<file path="src/rtl/mbox_requester.sv">
module mbox_requester #(
  parameter int ADDR_W    = 12,
  parameter int MAX_POLLS = 4096
) (
  input  logic              clk,
  input  logic              rst_n,
  input  logic              req_valid,
  output logic              req_ready,
  input  logic [2:0]        req_ip_type,
  input  logic [4:0]        req_inst_id,
  input  logic [7:0]        req_cmd_type,
  input  logic [15:0]       req_opcode,
  input  logic [223:0]      req_params,
  input  logic [1:0]        req_nresp,
  output logic              bus_valid,
  output logic              bus_write,
  output logic [ADDR_W-1:0] bus_addr,
  output logic [31:0]       bus_wdata,
  input  logic [31:0]       bus_rdata,
  input  logic              bus_ready,
  output logic [31:0]       rsp_status,
  output logic [95:0]       rsp_data,
  output logic              rsp_done,
  output logic              rsp_timeout
);

  localparam int PW = $clog2(MAX_POLLS + 1);
  localparam logic [ADDR_W-1:0] OFF_CMD   = ADDR_W'(12'h43C);
  localparam logic [ADDR_W-1:0] OFF_PRM0  = ADDR_W'(12'h438);
  localparam logic [ADDR_W-1:0] OFF_PRM6  = ADDR_W'(12'h420);
  localparam logic [ADDR_W-1:0] OFF_STS   = ADDR_W'(12'h45C);
  localparam logic [ADDR_W-1:0] OFF_DATA0 = ADDR_W'(12'h458);
  localparam logic [PW-1:0]     LAST_POLL = PW'(MAX_POLLS - 1);

  typedef enum logic [2:0] {
    S_IDLE, S_WAIT_IDLE, S_PARAM, S_POST, S_WAIT_RSP, S_DATA, S_CLR_RD, S_CLR_WR
  } state_t;

  state_t            state;
  logic [2:0]        idx;
  logic [PW-1:0]     polls;
  logic [31:0]       cmd_word;
  logic [6:0][31:0]  prm;
  logic [1:0]        nresp;
  logic [31:0]       rmw_val;
  logic              acc;
  logic              cur_zero;

  assign req_ready = (state == S_IDLE);
  assign acc       = bus_valid & bus_ready;
  assign cur_zero  = (prm[idx] == 32'd0);

  always_comb begin
    bus_valid = 1'b0;
    bus_write = 1'b0;
    bus_addr  = OFF_CMD;
    bus_wdata = 32'd0;
    case (state)
      S_WAIT_IDLE: bus_valid = 1'b1;
      S_PARAM: begin
        bus_valid = !cur_zero;
        bus_write = 1'b1;
        bus_addr  = OFF_PRM0 - ADDR_W'({idx, 2'b00});
        bus_wdata = prm[idx];
      end
      S_POST: begin
        bus_valid = 1'b1;
        bus_write = 1'b1;
        bus_wdata = cmd_word;
      end
      S_WAIT_RSP, S_CLR_RD: begin
        bus_valid = 1'b1;
        bus_addr  = OFF_STS;
      end
      S_DATA: begin
        bus_valid = 1'b1;
        bus_addr  = OFF_DATA0 - ADDR_W'({idx, 2'b00});
      end
      S_CLR_WR: begin
        bus_valid = 1'b1;
        bus_write = 1'b1;
        bus_addr  = OFF_STS;
        bus_wdata = {rmw_val[31:1], 1'b0};
      end
      default: ;
    endcase
  end

  always_ff @(posedge clk) begin
    if (!rst_n) begin
      state       <= S_IDLE;
      idx         <= '0;
      polls       <= '0;
      cmd_word    <= '0;
      prm         <= '0;
      nresp       <= '0;
      rmw_val     <= '0;
      rsp_status  <= '0;
      rsp_data    <= '0;
      rsp_done    <= 1'b0;
      rsp_timeout <= 1'b0;
    end else begin
      rsp_done <= 1'b0;
      case (state)
        S_IDLE: if (req_valid) begin
          cmd_word    <= {req_ip_type, req_inst_id, req_cmd_type, req_opcode};
          prm         <= req_params;
          nresp       <= req_nresp;
          rsp_status  <= '0;
          rsp_data    <= '0;
          rsp_timeout <= 1'b0;
          polls       <= '0;
          state       <= S_WAIT_IDLE;
        end
        S_WAIT_IDLE: if (acc) begin
          if (bus_rdata == 32'd0) begin
            idx   <= '0;
            state <= S_PARAM;
          end else if (polls == LAST_POLL) begin
            rsp_done    <= 1'b1;
            rsp_timeout <= 1'b1;
            state       <= S_IDLE;
          end else begin
            polls <= polls + 1'b1;
          end
        end
        S_PARAM: if (cur_zero || acc) begin
          if (idx == 3'd6) state <= S_POST;
          else             idx   <= idx + 1'b1;
        end
        S_POST: if (acc) begin
          polls <= '0;
          state <= S_WAIT_RSP;
        end
        S_WAIT_RSP: if (acc) begin
          rsp_status <= bus_rdata;
          if (bus_rdata[0]) begin
            idx   <= '0;
            state <= (nresp == 2'd0) ? S_CLR_RD : S_DATA;
          end else if (polls == LAST_POLL) begin
            rsp_done    <= 1'b1;
            rsp_timeout <= 1'b1;
            state       <= S_IDLE;
          end else begin
            polls <= polls + 1'b1;
          end
        end
        S_DATA: if (acc) begin
          rsp_data[{idx[1:0], 5'd0} +: 32] <= bus_rdata;
          if (idx == {1'b0, nresp} - 3'd1) state <= S_CLR_RD;
          else                             idx   <= idx + 1'b1;
        end
        S_CLR_RD: if (acc) begin
          rmw_val <= bus_rdata;
          state   <= S_CLR_WR;
        end
        S_CLR_WR: if (acc) begin
          rsp_done <= 1'b1;
          state    <= S_IDLE;
        end
        default: state <= S_IDLE;
      endcase
    end
  end


  bus_hold_chk: assert property (@(posedge clk) disable iff (!rst_n)
    bus_valid && !bus_ready |=> bus_valid && $stable(bus_addr) && $stable(bus_write) && $stable(bus_wdata));


  no_zero_param_chk: assert property (@(posedge clk) disable iff (!rst_n)
    bus_valid && bus_write && bus_addr >= OFF_PRM6 && bus_addr <= OFF_PRM0 |-> bus_wdata != 32'd0);


  clear_bit0_chk: assert property (@(posedge clk) disable iff (!rst_n)
    bus_valid && bus_write && bus_addr == OFF_STS |-> !bus_wdata[0]);


  done_pulse_chk: assert property (@(posedge clk) disable iff (!rst_n)
    rsp_done |=> !rsp_done);


  timeout_with_done_chk: assert property (@(posedge clk) disable iff (!rst_n)
    $rose(rsp_timeout) |-> rsp_done);


  busy_not_ready_chk: assert property (@(posedge clk) disable iff (!rst_n)
    bus_valid |-> !req_ready);

endmodule

</file>
<file path="config.mk">
export PLATFORM = sky130hd
export DESIGN_NAME = mbox_requester
export DESIGN_NICKNAME = d
export VERILOG_FILES = /design/src/rtl/mbox_requester.sv
export SDC_FILE = /design/constraint.sdc
export NUM_CORES = 1
export LEC_CHECK = 0
export BUFFER_PORTS_ARGS = -buffer_cell sky130_fd_sc_hd__buf_2
export CORE_MARGIN = 8
export CORE_UTILIZATION = 45
export DETAILED_ROUTE_END_ITERATION = 16
export GPL_ROUTABILITY_DRIVEN = 0
export PLACE_DENSITY = 0.72
export SETUP_SLACK_MARGIN = 0.05
export SLEW_MARGIN = 20
export SYNTH_ARGS = -nofsm -noshare
export SYNTH_HDL_FRONTEND = slang
export SYNTH_SLANG_ARGS = --single-unit
</file>
<file path="constraint.sdc">
create_clock -name clk -period 2.35 [get_ports clk]
set_input_delay 0.47 -clock clk [delete_from_list [all_inputs] [get_ports clk]]
set_output_delay 0.47 -clock clk [all_outputs]
set_load 0.1 [all_outputs]
</file>
==> flow_summary_export.csv <==
group,metric,value,unit
timing,tightest_slew,624,ps
min_path,hold_class,"input pin to register",
yosys,ys_seq_area_share,44.3,%
clock_tree,worstSkewPairLatency,600,ps
timing,setup_violations,41,
power,p_leak,10.5,nW
placed_design,portBuffers,463,
yosys,yosysWarnings,0,
yosys,synth-seq-cells,438,
clock_tree,cts_root_buffer,"clkbuf_16",
clock_tree,clockBufferDepth,3,
run_status,violations,"negative setup slack",
yosys,yosys-top-cells-count,"nand2_1, dfxtp_1, a21boi_0",
run_status,status,"finished, violations left",
critical_path,cp-end-kind,"output pin",
placed_design,dpl.hpwl,60.7,mm
detailed_routing,wl_met2,37.7,mm
critical_path,worstPathRequired,1880,ps
run,maxCapViolCount,0,
yosys,synth.avg_cell_area,8.16,µm²
critical_path,slowest_delay,400,ps
timing,finalClockSkew,38.3,ps
grt,antenna_found_initial,0,
timing,period_share,151,%
detailed_routing,wire_per_inst,22.9,µm
power,irDropWorstVdd,0.451,mV
detailed_routing,drt-met1-wl,30.7,mm
critical_path,path_cells,"buf_12 -> mux2_2 -> a221o_1 -> a22oi_1 -> nand4_1 -> nor4_4 -> o21ai_4 -> buf_12",
timing,final_hold_viol_count,0,
detailed_routing,routed_via_density,5.70,
layout,fill_cells,3671,
power,p_per_area,662,mW/mm²
layout,nets,3221,
floorplan,fp.coreArea,0.0438,mm²
layout,final_util,61.6,%
yosys,synth.distinct_cells,52,
detailed_routing,remaining_drc_errors,0,
timing,finalCriticalPeriod,3550,ps
timing,max_freq,282,MHz
yosys,yosysMostFrequentCell,"nand2_1",
detailed_routing,routed_wl,81.4,mm
detailed_routing,met3_wirelength,7.62,mm
critical_path,crit_top_cell,"buf_12",
detailed_routing,dr.pass1.iters,6,
floorplan,die_w,226,µm
clock_tree,htree_num_levels,2,
critical_path,crit_fanout,12,
grt,grt-ovfl-total,0,
floorplan,die_y,226,µm
clock_tree,numCtsBuffers,45,
grt,grt_pass1_wl,119,mm
critical_path,start_kind,"register",
critical_path,slowest_stage,"nor4_4",
timing,relSlewSlack,58.4,%
critical_path,crit_path_end,"bus_valid",
critical_path,crit_type,"register to output pin",
yosys,synth_edf_count,0,
clock_tree,cts_tree,"yes",
placed_design,dpl_worst_slack,-733,ps
detailed_routing,drtAntennaViolNets,0,
detailed_routing,vias,20200,
yosys,ys_async_sr_fraction,0,%
critical_path,crit_arrival,3080,ps
timing,slew_viol_final,0,
critical_path,timing.critical_path.buf_inv,2,
clock_tree,clkTransAtPathRegs,70,ps
yosys,synth_ff_type,"dfxtp_1",
detailed_routing,drt_iter0_drc,2233,
floorplan,ios,471,
floorplan,std_cell_rows,77,
yosys,synth_area_leaders,"dfxtp_1, a21boi_0, nand2_1, nand3_1, clkbuf_1",
grt,track_usage,30.4,%
layout,drive_gt1_share,30.8,%
critical_path,r2r-start,"idx[1]",
layout,areaGrowthSynthToFinish,36.6,%
critical_path,critPathLaunch,"idx[1]",
grt,grt_start_max_net_pins,155,
floorplan,dieArea,0.0509,mm²
floorplan,start_util,45.1,%
timing,fin_ws,-1200,ps
timing,rsz0062_at_grt,"yes",
critical_path,crit_family,"compound AO/OA/AOI/OAI gates",
critical_path,rr_worst_depth,9,
grt,grt_pass1_vias,19700,
yosys,syn_inst,2425,
critical_path,r2r_slack,-410,ps
detailed_routing,top_layer_used,"met4",
yosys,synth_area,0.0198,mm²
clock_tree,clock_sinks,438,
yosys,synth_top_area_share,44.3,%
critical_path,r2r_end,"idx[1]",
yosys,synth_top_cell_by_area,"dfxtp_1",
critical_path,cp.depth,8,
worst reg2reg max path, stage by stage, from the launching register on:
cell and delay (ps):
dfxtp_4 390, buf_12 150, mux2_2 330, a221o_1 320, a22oi_1 250, nand4_1 290, nor4_4 400, buf_4 210
nand3_4 110, o221ai_4 220
power by group:
| part | switching (mW) | leakage, nW | internal, mW |
|---|---|---|---|
| sequential | 0.305 | 3.57 | 7.75 |
| clock | 3.18 | 0.756 | 4.26 |
| combinational | 1.47 | 6.20 | 0.916 |
| total | 4.95 | 10.5 | 12.9 |
metrics by stage:
step	power, mW	hold WS [ps]	std cells	cell area [µm²]	setup TNS [ps]
after floorplan	9.37	439	2430	20300	-267
after global placement	10.4	445	3427	24500	-12300
after detailed placement	10.5	453	3427	24500	-14410
after CTS	17.8	101	3533	26800	-27770
after global routing	18.4	119	3547	27000	-27490
final	17.9	122	3548	27000	-25680
routing by layer:
metal / track usage (%) / vias up
met2: 49.8 / 1226
met4: 17.9 / 0
met3: 6.61 / 246
met5: 0 / -
li1: - / 9254
met1: 36.4 / 9515
sequential cells by signal, indices dropped and copies added, names as in the netlist:
| name | flops |
|---|---|
| prm | 224 |
| rsp_data | 96 |
| cmd_word | 32 |
| rsp_status | 32 |
| rmw_val | 31 |
| polls | 13 |
| idx | 3 |
| state | 3 |
| nresp | 2 |
| rsp_done | 1 |
| rsp_timeout | 1 |
worst min path at each step:
stage,depth (start not counted),from,endpoint,slack (ps)
2_1_floorplan,2,prm[134],prm[134],440
3_3_place_gp,2,rsp_status[14],rsp_status[14],450
3_5_place_dp,2,rsp_data[19],rsp_data[19],450
4_1_cts,3,req_params[125],prm[125],100
5_1_grt,3,req_params[4],prm[4],120
6_report,3,req_params[125],prm[125],120
layout by cell type, fill, tap and decap left out, drive strengths merged, types with 3 or more instances in the layout:
| cell type | Yosys | final |
|---|---|---|
| clkinvlp | 0 | 3 |
| nand3b | 3 | 3 |
| nand2 | 782 | 782 |
| clkbuf | 177 | 62 |
| mux2 | 65 | 65 |
| inv | 10 | 9 |
| a21boi | 419 | 419 |
| a22oi | 48 | 48 |
| a221o | 32 | 32 |
| nor3 | 8 | 8 |
| nand4 | 7 | 7 |
| dfxtp | 438 | 438 |
| conb | 2 | 7 |
| o221ai | 4 | 4 |
| clkinv | 1 | 18 |
| nor2 | 22 | 22 |
| mux2i | 66 | 66 |
| ha | 8 | 8 |
| and3 | 5 | 5 |
| nor2b | 5 | 6 |
| bufinv | 0 | 3 |
| or2 | 3 | 3 |
| o21ai | 24 | 24 |
| nand3 | 167 | 167 |
| buf | 32 | 647 |
| nor4 | 12 | 12 |
| a21oi | 54 | 54 |
| and2 | 4 | 4 |
kinds of logic after synthesis:
group | after synthesis | synth area share, %
and+or+nand+nor | 1025 | 21.2
AOI/OAI and AO/OA | 598 | 22.2
DFF | 438 | 44.3
buffers and inverters | 220 | 4.52
muxes | 131 | 7.04
adders and majority gates | 8 | 0.506
xor gates and xnor gates | 3 | 0.133
other | 2 | 0.0380
repair_timing:
action                     CTS  global route
buffers inserted            15            18
hold endpoints to repair     0             0
setup endpoints to repair  113            74
gates cloned                 8             1
hold buffers                 0             0
gates resized for setup     97            53
pin swaps                   32            27
area by class of cell:
cell class | instances | area, µm² | area share [%]
tap | 592 | 741 | 2.74
timing repair buffer | 650 | 4860 | 18.0
clock buffer | 61 | 1310 | 4.84
antenna | 1 | 2.50 | 0.00926
multi-input combinational | 1773 | 11000 | 40.8
inverter | 11 | 73.8 | 0.273
sequential | 438 | 8790 | 32.5
clock inverter | 22 | 221 | 0.820
(Power assumes the default switching activity.)
